File: src/rtl/bank_latch_pkg.sv
// Package: shared constants for the two-step bank latch.
// Channel 0 is the program bank, channel 1 the character bank; the
// request bit of channel i is byte bit (DATA_W-1-i).
package bank_latch_pkg;
    localparam int CH_PRG   = 0;
    localparam int CH_CHR   = 1;
    localparam int NUM_CH   = 2;
endpackage

File: src/rtl/bl_cmd_decode.sv
// Module: bl_cmd_decode
// Decodes a CPU write into the command window and forms the effective
// byte seen by the latch under a bus conflict (CPU byte AND ROM byte).
// Assumes the window is the upper half of the address space (top bit set).
module bl_cmd_decode #(
    parameter int ADDR_W = 16,
    parameter int DATA_W = 8
) (
    input  logic              wr_en,
    input  logic [ADDR_W-1:0] addr,
    input  logic [DATA_W-1:0] cpu_byte,
    input  logic [DATA_W-1:0] rom_byte,
    output logic              hit,
    output logic [DATA_W-1:0] eff_byte
);
    // Window hit and bus-conflict resolution.
    always_comb begin
        hit      = wr_en & addr[ADDR_W-1];
        eff_byte = cpu_byte & rom_byte;
    end
endmodule

File: src/rtl/bl_flag_strobe.sv
// Module: bl_flag_strobe
// Tracks one request bit across command writes and pulses load when the
// bit rises from 0 to 1 between consecutive window writes.
// Assumes hit is high for exactly the cycles that carry a command write.
module bl_flag_strobe (
    input  logic clk,
    input  logic rst_n,
    input  logic hit,
    input  logic flag,
    output logic load
);
    logic prev_flag;

    // Remember the request bit of the last window write.
    always_ff @(posedge clk) begin
        if (!rst_n)
            prev_flag <= 1'b0;
        else if (hit)
            prev_flag <= flag;
    end

    // Rising-request strobe.
    always_comb load = hit & flag & ~prev_flag;

    // A load never happens while the tracker already holds a set request.
    assert_no_level_reload_R5: assert property (@(posedge clk) disable iff (!rst_n)
        load |-> !prev_flag);

    // Writes outside the window leave the tracker alone.
    assert_tracker_hold_R2: assert property (@(posedge clk) disable iff (!rst_n)
        !hit |=> $stable(prev_flag));
endmodule

File: src/rtl/bl_bank_reg.sv
// Module: bl_bank_reg
// Holds one bank number; loads on a strobe, clears on reset.
module bl_bank_reg #(
    parameter int BANK_W = 4
) (
    input  logic              clk,
    input  logic              rst_n,
    input  logic              load,
    input  logic [BANK_W-1:0] din,
    output logic [BANK_W-1:0] bank
);
    // Bank storage.
    always_ff @(posedge clk) begin
        if (!rst_n)
            bank <= '0;
        else if (load)
            bank <= din;
    end

    // Without a strobe the bank holds its value.
    assert_bank_hold_R6: assert property (@(posedge clk) disable iff (!rst_n)
        !load |=> $stable(bank));
endmodule

File: src/rtl/bank_switch_latch.sv
// Module: bank_switch_latch (top)
// Two-step program/character bank latch on the CPU write bus. Each bank
// changes only when its request bit rises between command writes; the
// latched value reflects the bus conflict with the ROM. The low program
// window is fixed to bank 0, the high one follows the program register.
module bank_switch_latch #(
    parameter int ADDR_W = 16,
    parameter int DATA_W = 8,
    parameter int BANK_W = 4
) (
    input  logic              clk,
    input  logic              rst_n,
    input  logic              cpu_wr,
    input  logic [ADDR_W-1:0] cpu_addr,
    input  logic [DATA_W-1:0] cpu_data,
    input  logic [DATA_W-1:0] rom_data,
    output logic [BANK_W-1:0] prg_bank,
    output logic [BANK_W-1:0] chr_bank
);
    import bank_latch_pkg::*;

    localparam int WIN_SEL_BIT = ADDR_W - 2;

    logic              cmd_hit;
    logic [DATA_W-1:0] cmd_byte;
    logic [NUM_CH-1:0] ch_load;
    logic [BANK_W-1:0] ch_bank [NUM_CH];

    bl_cmd_decode #(.ADDR_W(ADDR_W), .DATA_W(DATA_W)) u_decode (
        .wr_en    (cpu_wr),
        .addr     (cpu_addr),
        .cpu_byte (cpu_data),
        .rom_byte (rom_data),
        .hit      (cmd_hit),
        .eff_byte (cmd_byte)
    );

    // One tracker and one register per bank channel.
    for (genvar i = 0; i < NUM_CH; i++) begin : g_ch
        bl_flag_strobe u_strobe (
            .clk   (clk),
            .rst_n (rst_n),
            .hit   (cmd_hit),
            .flag  (cmd_byte[DATA_W-1-i]),
            .load  (ch_load[i])
        );
        bl_bank_reg #(.BANK_W(BANK_W)) u_bank (
            .clk   (clk),
            .rst_n (rst_n),
            .load  (ch_load[i]),
            .din   (cmd_byte[BANK_W-1:0]),
            .bank  (ch_bank[i])
        );
    end

    // Window select for the program bank; character bank passes through.
    always_comb begin
        prg_bank = cpu_addr[WIN_SEL_BIT] ? ch_bank[CH_PRG] : '0;
        chr_bank = ch_bank[CH_CHR];
    end

    // Loaded program bank equals the conflicted low nibble of the write.
    assert_prg_conflict_R7: assert property (@(posedge clk) disable iff (!rst_n)
        ch_load[CH_PRG] |=> ch_bank[CH_PRG] == $past(cpu_data[BANK_W-1:0] & rom_data[BANK_W-1:0]));

    // Fixed low window always maps to bank 0.
    assert_fixed_window_R8: assert property (@(posedge clk) disable iff (!rst_n)
        !cpu_addr[WIN_SEL_BIT] |-> prg_bank == '0);

    // No bank load from a write outside the command window.
    assert_window_only_R2: assert property (@(posedge clk) disable iff (!rst_n)
        !(cpu_wr && cpu_addr[ADDR_W-1]) |-> ch_load == '0);
endmodule

File: config.mk
export PLATFORM = sky130hd
export DESIGN_NAME = bank_switch_latch
export DESIGN_NICKNAME = d
export VERILOG_FILES = /design/src/rtl/bank_latch_pkg.sv /design/src/rtl/bl_cmd_decode.sv /design/src/rtl/bl_flag_strobe.sv /design/src/rtl/bl_bank_reg.sv /design/src/rtl/bank_switch_latch.sv
export SDC_FILE = /design/constraint.sdc
export NUM_CORES = 1
export LEC_CHECK = 0
export ABC_AREA = 1
export BUFFER_PORTS_ARGS = -buffer_cell sky130_fd_sc_hd__buf_2
export CAP_MARGIN = 0
export CORE_MARGIN = 2
export CORE_UTILIZATION = 43
export CTS_BUF_LIST = sky130_fd_sc_hd__clkbuf_4
export CTS_CLUSTER_DIAMETER = 80
export DETAILED_ROUTE_END_ITERATION = 16
export PLACE_DENSITY_LB_ADDON = 0.12
export SLEW_MARGIN = 20
export SYNTH_ARGS = -nofsm -noshare
export SYNTH_HDL_FRONTEND = slang
export SYNTH_SLANG_ARGS = --single-unit
File: constraint.sdc
create_clock -name clk -period 2.4 [get_ports clk]
set_input_delay 0.48 -clock clk [delete_from_list [all_inputs] [get_ports clk]]
set_output_delay 0.48 -clock clk [all_outputs]
set_load 0.01 [all_outputs]
Word level (Yosys, flattened, before mapping)
Index checks and enable logic that the tools add are counted.
Widths: inputs -> output; s select.
{ "word_totals": {"ff_bits": 10, "latchBits": 0, "ramBits": 0, "mem_bits_ro": 0, "input_bits": 35, "out_inout_bits": 8, "wordCells": 13, "n_memories": 0} }
{ "op_classes": {"n_addsub": 0, "mul": 0, "div": 0, "magnitude_cmp": 0, "eq_ne": 0, "n_shift": 0, "n_mux": 1, "bitwise": 8, "n_reduce_logical": 0} }
{ "op_table": {"columns": ["cell", "n"], "rows": [
  ["$and 8x8->8", 1],
  ["$and 1x1->1", 5],
  ["$mux 4", 1],
  ["$not 1->1", 2]
]} }

Longest topological paths before layout
Gate-level depths: netlist of run 1.
{ "logic_depth": {"depth_word": 3, "mapped_depth": 6, "ltp_nobuf": 6} }

Cells and area by module
Synthesis of run 1 repeated with hierarchy kept, for this count alone.
{ "hier_totals": {"hier_cells": 90, "area_unflattened_um2": 525.5} }
{ "modules_own_cells": {"columns": ["module", "instances", "cells_each", "area_each_um2", "seq_area_each_um2"], "rows": [
  ["bl_bank_reg", 2, 25, 166.4, 80.1],
  ["bl_flag_strobe", 2, 7, 47.5, 20.0],
  ["bl_cmd_decode", 1, 18, 67.6, 0.0],
  ["bank_switch_latch", 1, 8, 30.0, 0.0]
]} }

Least setup slack after synthesis of run 1
Ideal clock, no wire load.
{ "synth_timing": {"path_type": "in2out", "start": "input port cpu_addr[14]", "end": "output port prg_bank[0]", "t_arrival_ps": 595, "required_time_ps": 1920, "path_slack_ps": 1325, "cell_stages": 2, "path_buffers": 0, "cell_sequence": "nand2_1 > inv_1"} }
{ "synth_via": {"elab_chain_cells": 1} }
{ "synth_lines": {"columns": ["element", "line_no", "text"], "rows": [
  ["from (decl)", "bank_switch_latch.sv:14", "input logic [ADDR_W-1:0] cpu_addr,"],
  ["$mux 4", "bank_switch_latch.sv:58", "prg_bank = cpu_addr[WIN_SEL_BIT] ? ch_bank[CH_PRG] : '0;"],
  ["to (decl)", "bank_switch_latch.sv:17", "output logic [BANK_W-1:0] prg_bank,"]
]} }
Every way passes these cells.

Worst setup path after layout of run 1
{ "layout_timing": {"start": "input port cpu_addr[14]", "end": "output port prg_bank[1]"} }
The elaborated chain is that of the path after synthesis.

==> results of run 1 <==
routing by layer:
metal / up-vias / routed length (microns)
met1: 199 / 499
met2: 16 / 487
li1: 273 / -
met4: 0 / 0
met5: - / 0
met3: 0 / 69
Yosys cell counts:
cell type,n,area (sq um)
a21oi_1,9,45.0
buf_12,1,20.0
buf_4,4,30.0
bufinv_8,1,17.5
clkinv_1,1,3.75
dfxtp_1,10,200
inv_1,6,22.5
inv_2,1,3.75
nand2_1,17,63.8
nand2_2,1,6.26
nand2_4,3,33.8
nand3_1,7,35.0
nor2_1,11,41.3
nor2_8,2,40.0
power by group:
part	switching [uW]	total (uW)	internal, uW
Sequential	2.78	174	171
Combinational	29.9	54.2	24.2
Clock	61.1	121	60.1
Total	93.8	350	256
logic make-up after synthesis:
family	synth area share
flops	0.356
compound gates	0.0800
simple gates	0.391
buf+inv	0.173
path summary, 6_finish.rpt:
path,startpoint,to,slack [ps],depth (start not counted)
worst max-delay path,cpu_addr[14],prg_bank[1],1100,4
worst min-delay path,g_ch[1].u_bank.bank[0],g_ch[1].u_bank.bank[0],480,2
worst max register to register,g_ch[1].u_strobe.prev_flag,g_ch[1].u_bank.bank[2],1490,3
worst min register to register,g_ch[1].u_bank.bank[0],g_ch[1].u_bank.bank[0],480,2
registers in the layout (all words and copies together), names as in the netlist:
| name | cells |
|---|---|
| g_ch.u_bank.bank | 8 |
| g_ch.u_strobe.prev_flag | 2 |
layout make-up:
cell class / count / area [sq um]
Fill cell: 142 / 591
Sequential cell: 10 / 200
Tap cell: 15 / 18.8
Inverter: 9 / 47.5
Clock inverter: 1 / 3.75
Timing Repair Buffer: 24 / 120
Clock buffer: 3 / 22.5
Multi-Input combinational cell: 50 / 265
through the flow:
step                      instance area, sq um   util  cells  power (uW)
final                                      678  0.535    112         350
after global routing                       678  0.535    112         367
after CTS                                  678  0.535    112         355
after detailed placement                   652  0.514    108         232
after global placement                     652  0.514    108         231
after floorplan                            563      -     74         216
critical path, stage by stage:
cell     delay (ps)
buf_2           120
nand2_1          60
inv_1            30
buf_2           120
==> metrics, run 1 <==
status=finished, final reports clean; LEAKAGE=about 0.00040 uW; Least-Margin Pin Slew=around 230 ps; Core ar.=~1300 sq um; share of cells above drive strength 1=0.361; Period minus WS final=about 1300 ps; syn_nets=approximately 110; CTS Sinks=10; synthesized area=approximately 560 sq um; hold_ws=slightly below 500 ps; crit share post-route=0.543; first-pass GRT wire length=1610 microns; synth warn=0; vias=between 400 and 500; HPWL after DPL=~780 microns; drt drc=0; max-slew violations=0; H-tree depth=1; relative slew slack=0.848; MaxCap Viol Count=0; Worst-Skew Late Latency=~270 ps; met1 usage=0.181; final setup vio count=0; number of CTS-inserted buffers=3; Tightest Hold Check Type=reg -> reg; grt met3 use=0.0500; most common cell after layout, fill and taps aside=buf_2; Post-CTS Setup Inserts=0; Worst Path Arrival=a little over 800 ps; Worst-path clk slew=70 ps; met2 Use GR=0.246; CP Launch Type=primary input; Hold Vio Cnt, Final=0; # diodes=0; Critical Path Fanout Max=4; routability congestion estimate=0.697; die width=around 40 microns; Total Routing Usage GR=0.153; synthesis-stage register bit count=10; RSZ-0062 raised after global routing=no; library cells used by synthesis=14; crit end category=output pin; Port Buf Inserts=24; Die Y=40.2 microns; CTS tree=done; Setup Crit Path Kind=in -> out; Layout Skew=2.38 ps; Layout area overhead=20.4%; Root Driver=clkbuf_4; Hold-fix buffers, CTS=0; CTS Buffer Depth=2; TritonRoute pass-1 iters=3; required time of the critical path=approximately 1900 ps; antenna viol nets, final=0; num ports=43; GRT Residual Overflow=0; vias in the first global route=~430; routed vias/inst=approximately 4.4; Post-Route WL=1060 microns; sequential fraction of the synthesis area=0.356; Max Fclk=~0.77 GHz; most frequent cells in the layout=24 x buf_2, 17 x nand2_1, 11 x nor2_1, 10 x dfxtp_1, 9 x a21oi_1; setup_tns=0 ps; Max VDD drop=between 300 and 400 uV; # resized after CTS=0; Mean Syn Cell Area=7.61 sq um; Place WS=around 1100 ps; Detailed Route Iter0 Violations=11; pwr/cell area=516 nW/um^2; Final WS setup=1100 ps; die area=roughly 1600 sq um; antenna violations before repair=0; cells after synthesis=74; Core Rows=13; largest net degree at the start of global routing=10; Initial Util=0.444; Nets=133; GR peak layer=met2; WL/cell=9.42 microns
No activity file was read; power rests on OpenSTA's default activity.
==> run 2: changes to the inputs <==
Settings changed: ABC_AREA 1 to 0, CORE_AREA set to 2 2 39 41, CORE_MARGIN 2 to not set, CORE_UTILIZATION 43 to not set, DIE_AREA set to 0 0 41 43.
Clock period 2.4 ns to 1.3 ns, I/O delays scaled along.
==> run 2 against run 1 <==
Compared with the run above: clock power increased by 78%; die area increased by 9.2%; sequential power increased by 80%; critical path type is now reg -> out; critical endpoint is now prg_bank[2]; highest routed layer unchanged.
==> metrics, run 2 <==
HPWL after DPL=between 600 and 700 microns; library cells used by synthesis=9; relative slew slack=0.842; antenna viol nets, final=0; first-pass GRT wire length=1510 microns; pwr/cell area=around 1000 nW/um^2; Finished Core Util=0.421; LEAKAGE=~0.00026 uW; sequential fraction of design power=0.539; share of cells above drive strength 1=0.408; most common cell after layout, fill and taps aside=buf_2; cells after synthesis=48; NetSw=between 100 and 150 uW; final setup vio count=0; most frequent cells in the layout=24 x buf_2, 11 x nand2_1, 10 x dfxtp_1, 8 x mux2i_1; Setup Crit Path Kind=reg -> out; setup_tns=0 ps; number of CTS-inserted buffers=3; routed vias/inst=between 4 and 5; top cell type's share of synthesized area=0.441; Critical Path Fanout Max=2; most frequent cell after synthesis=nand2_1; filler cell count=142; Hold Vio Cnt, Final=0; synthesized area=between 400 and 500 sq um; routability congestion estimate=0.624; ys flop type=dfxtp_1; Post-CTS Setup Inserts=0; synth warn=0; Max Fclk=around 0.9 GHz; GRT Residual Overflow=0; Hold-fix buffers, CTS=0; WL/cell=roughly 10 microns; CP Launch Type=flop; # diodes=0; Internal=approximately 450 uW; clock share of power=0.370; Die Y=roughly 43 microns; Nets=107; Total Routing Usage GR=0.129; switching share of power=0.230; Slowest Stage Delay on Critical Path=approximately 310 ps; Period minus WS final=approximately 1100 ps; antenna violations before repair=0; drt drc=0; Layout Skew=between 1.5 and 2 ps; Max VDD drop=~600 uV; CTS Sinks=10; combinational power share=0.092; Least-Margin Pin Slew=237 ps; CP Cell Sequence=and2_1, buf_2; number of flip-flops in the largest register=8; syn_nets=between 80 and 90; num ports=43; Worst-path clk slew=70 ps; TritonRoute pass-1 iters=4; Worst Path Arrival=around 830 ps; number of flops mapped to enable cells by yosys=0; top post-synthesis cells by count=11 x nand2_1, 10 x dfxtp_1, 8 x mux2i_1; # resized after CTS=0; crit share post-route=0.841; sequential fraction of the synthesis area=0.441; required time of the critical path=1040 ps; synthesis-stage register bit count=10; H-tree depth=1; CTS Buffer Depth=2; Reg with most FFs=g_ch.u_bank.bank; largest net degree at the start of global routing=15; MaxCap Viol Count=0; status=finished, final reports clean; Top Registers=g_ch.u_bank.bank x8, g_ch.u_strobe.prev_flag x2; Detailed Route Iter0 Violations=8; Yosys top cell by area=dfxtp_1; Worst-Skew Late Latency=260 ps; die area=between 1500 and 2000 sq um; Core ar.=between 1000 and 1500 sq um; Initial Util=0.328; CTS tree=done; Layout area overhead=28.4%; top cells by area, synth=dfxtp_1 44%, mux2i_1 18%, nand2_1 9.1%, buf_4 8.3%, and2_1 5.5%; max-slew violations=0; Port Buf Inserts=24; vias in the first global route=350; Post-Route WL=898 microns; Mean Syn Cell Area=approximately 9.5 sq um; FFs w/ async S/R, synth=0; Core Rows=14; RSZ-0062 raised after global routing=no; crit end category=output pin; Crit-path slowest cell=dfxtp_1; vias=between 400 and 500; die width=just over 40 microns; Root Driver=clkbuf_4; hold_ws=between 300 and 400 ps; Tightest Hold Check Type=in -> reg
-- run 2: changes by cell type after synthesis, sizes merged, moves of 3 or more --
cell	before	now
nand3	7	4
a21oi	9	0
nand2	21	11
mux2i	0	8
inv	7	0
nor2	13	2
and2	0	4
-- run 2: logic make-up after synthesis --
kind of cell    synth area share
simple gates               0.267
flops                      0.441
mux                        0.176
buf+inv                   0.0827
compound gates            0.0330
-- run 2: worst paths after layout --
path | from | end | slack, ps | depth (start not counted)
setup / recovery | g_ch[0].u_bank.bank[2] | prg_bank[2] | 210 | 2
hold / removal | cpu_data[0] | g_ch[1].u_bank.bank[0] | 300 | 3
hold reg to reg | g_ch[1].u_bank.bank[1] | g_ch[1].u_bank.bank[1] | 460 | 2
setup reg to reg | g_ch[0].u_strobe.prev_flag | g_ch[0].u_bank.bank[1] | 500 | 2
-- run 2: cell type report --
type                    count  area (sq um)  area share
clock buffers               3          22.5      0.0386
clock inverters             1          3.75     0.00644
multi-input cells          33           216       0.371
flip-flops and latches     10           200       0.343
well taps                  16          20.0      0.0343
repair buffers             24           120       0.206
-- run 2: worst max-delay path: cells and delay by family, from the launching register on --
family                 cells  cell delay (ps)
buffers and inverters      1              130
flip-flops                 1              310
AND/OR/NAND/NOR            1              130
-- run 2: metrics by stage --
stage,instance area [sq um],instances,worst slack (ps),power [uW]
after floorplan,454,48,481,346
after global placement,557,83,287,375
after detailed placement,557,83,268,376
after CTS,583,87,191,599
after global routing,583,87,144,617
final,583,87,207,583
-- run 2: layer usage --
metal | vias to the layer above | wire (microns) | global-route usage
li1 | 207 | - | -
met1 | 180 | 419 | 0.191
met2 | 16 | 404 | 0.150
met3 | 0 | 74 | 0.0628
met4 | 0 | 0 | 0.0600
met5 | - | 0 | 0
-- run 2: power groups by stage --
| stage | clock, uW | sequential, uW | combinational, uW |
|---|---|---|---|
| after floorplan | 0 | 321 | 25.0 |
| after global placement | 0 | 321 | 53.5 |
| after detailed placement | 0 | 321 | 54.7 |
| after CTS | 230 | 314 | 54.9 |
| after global routing | 241 | 315 | 61.5 |
| final | 215 | 314 | 53.6 |
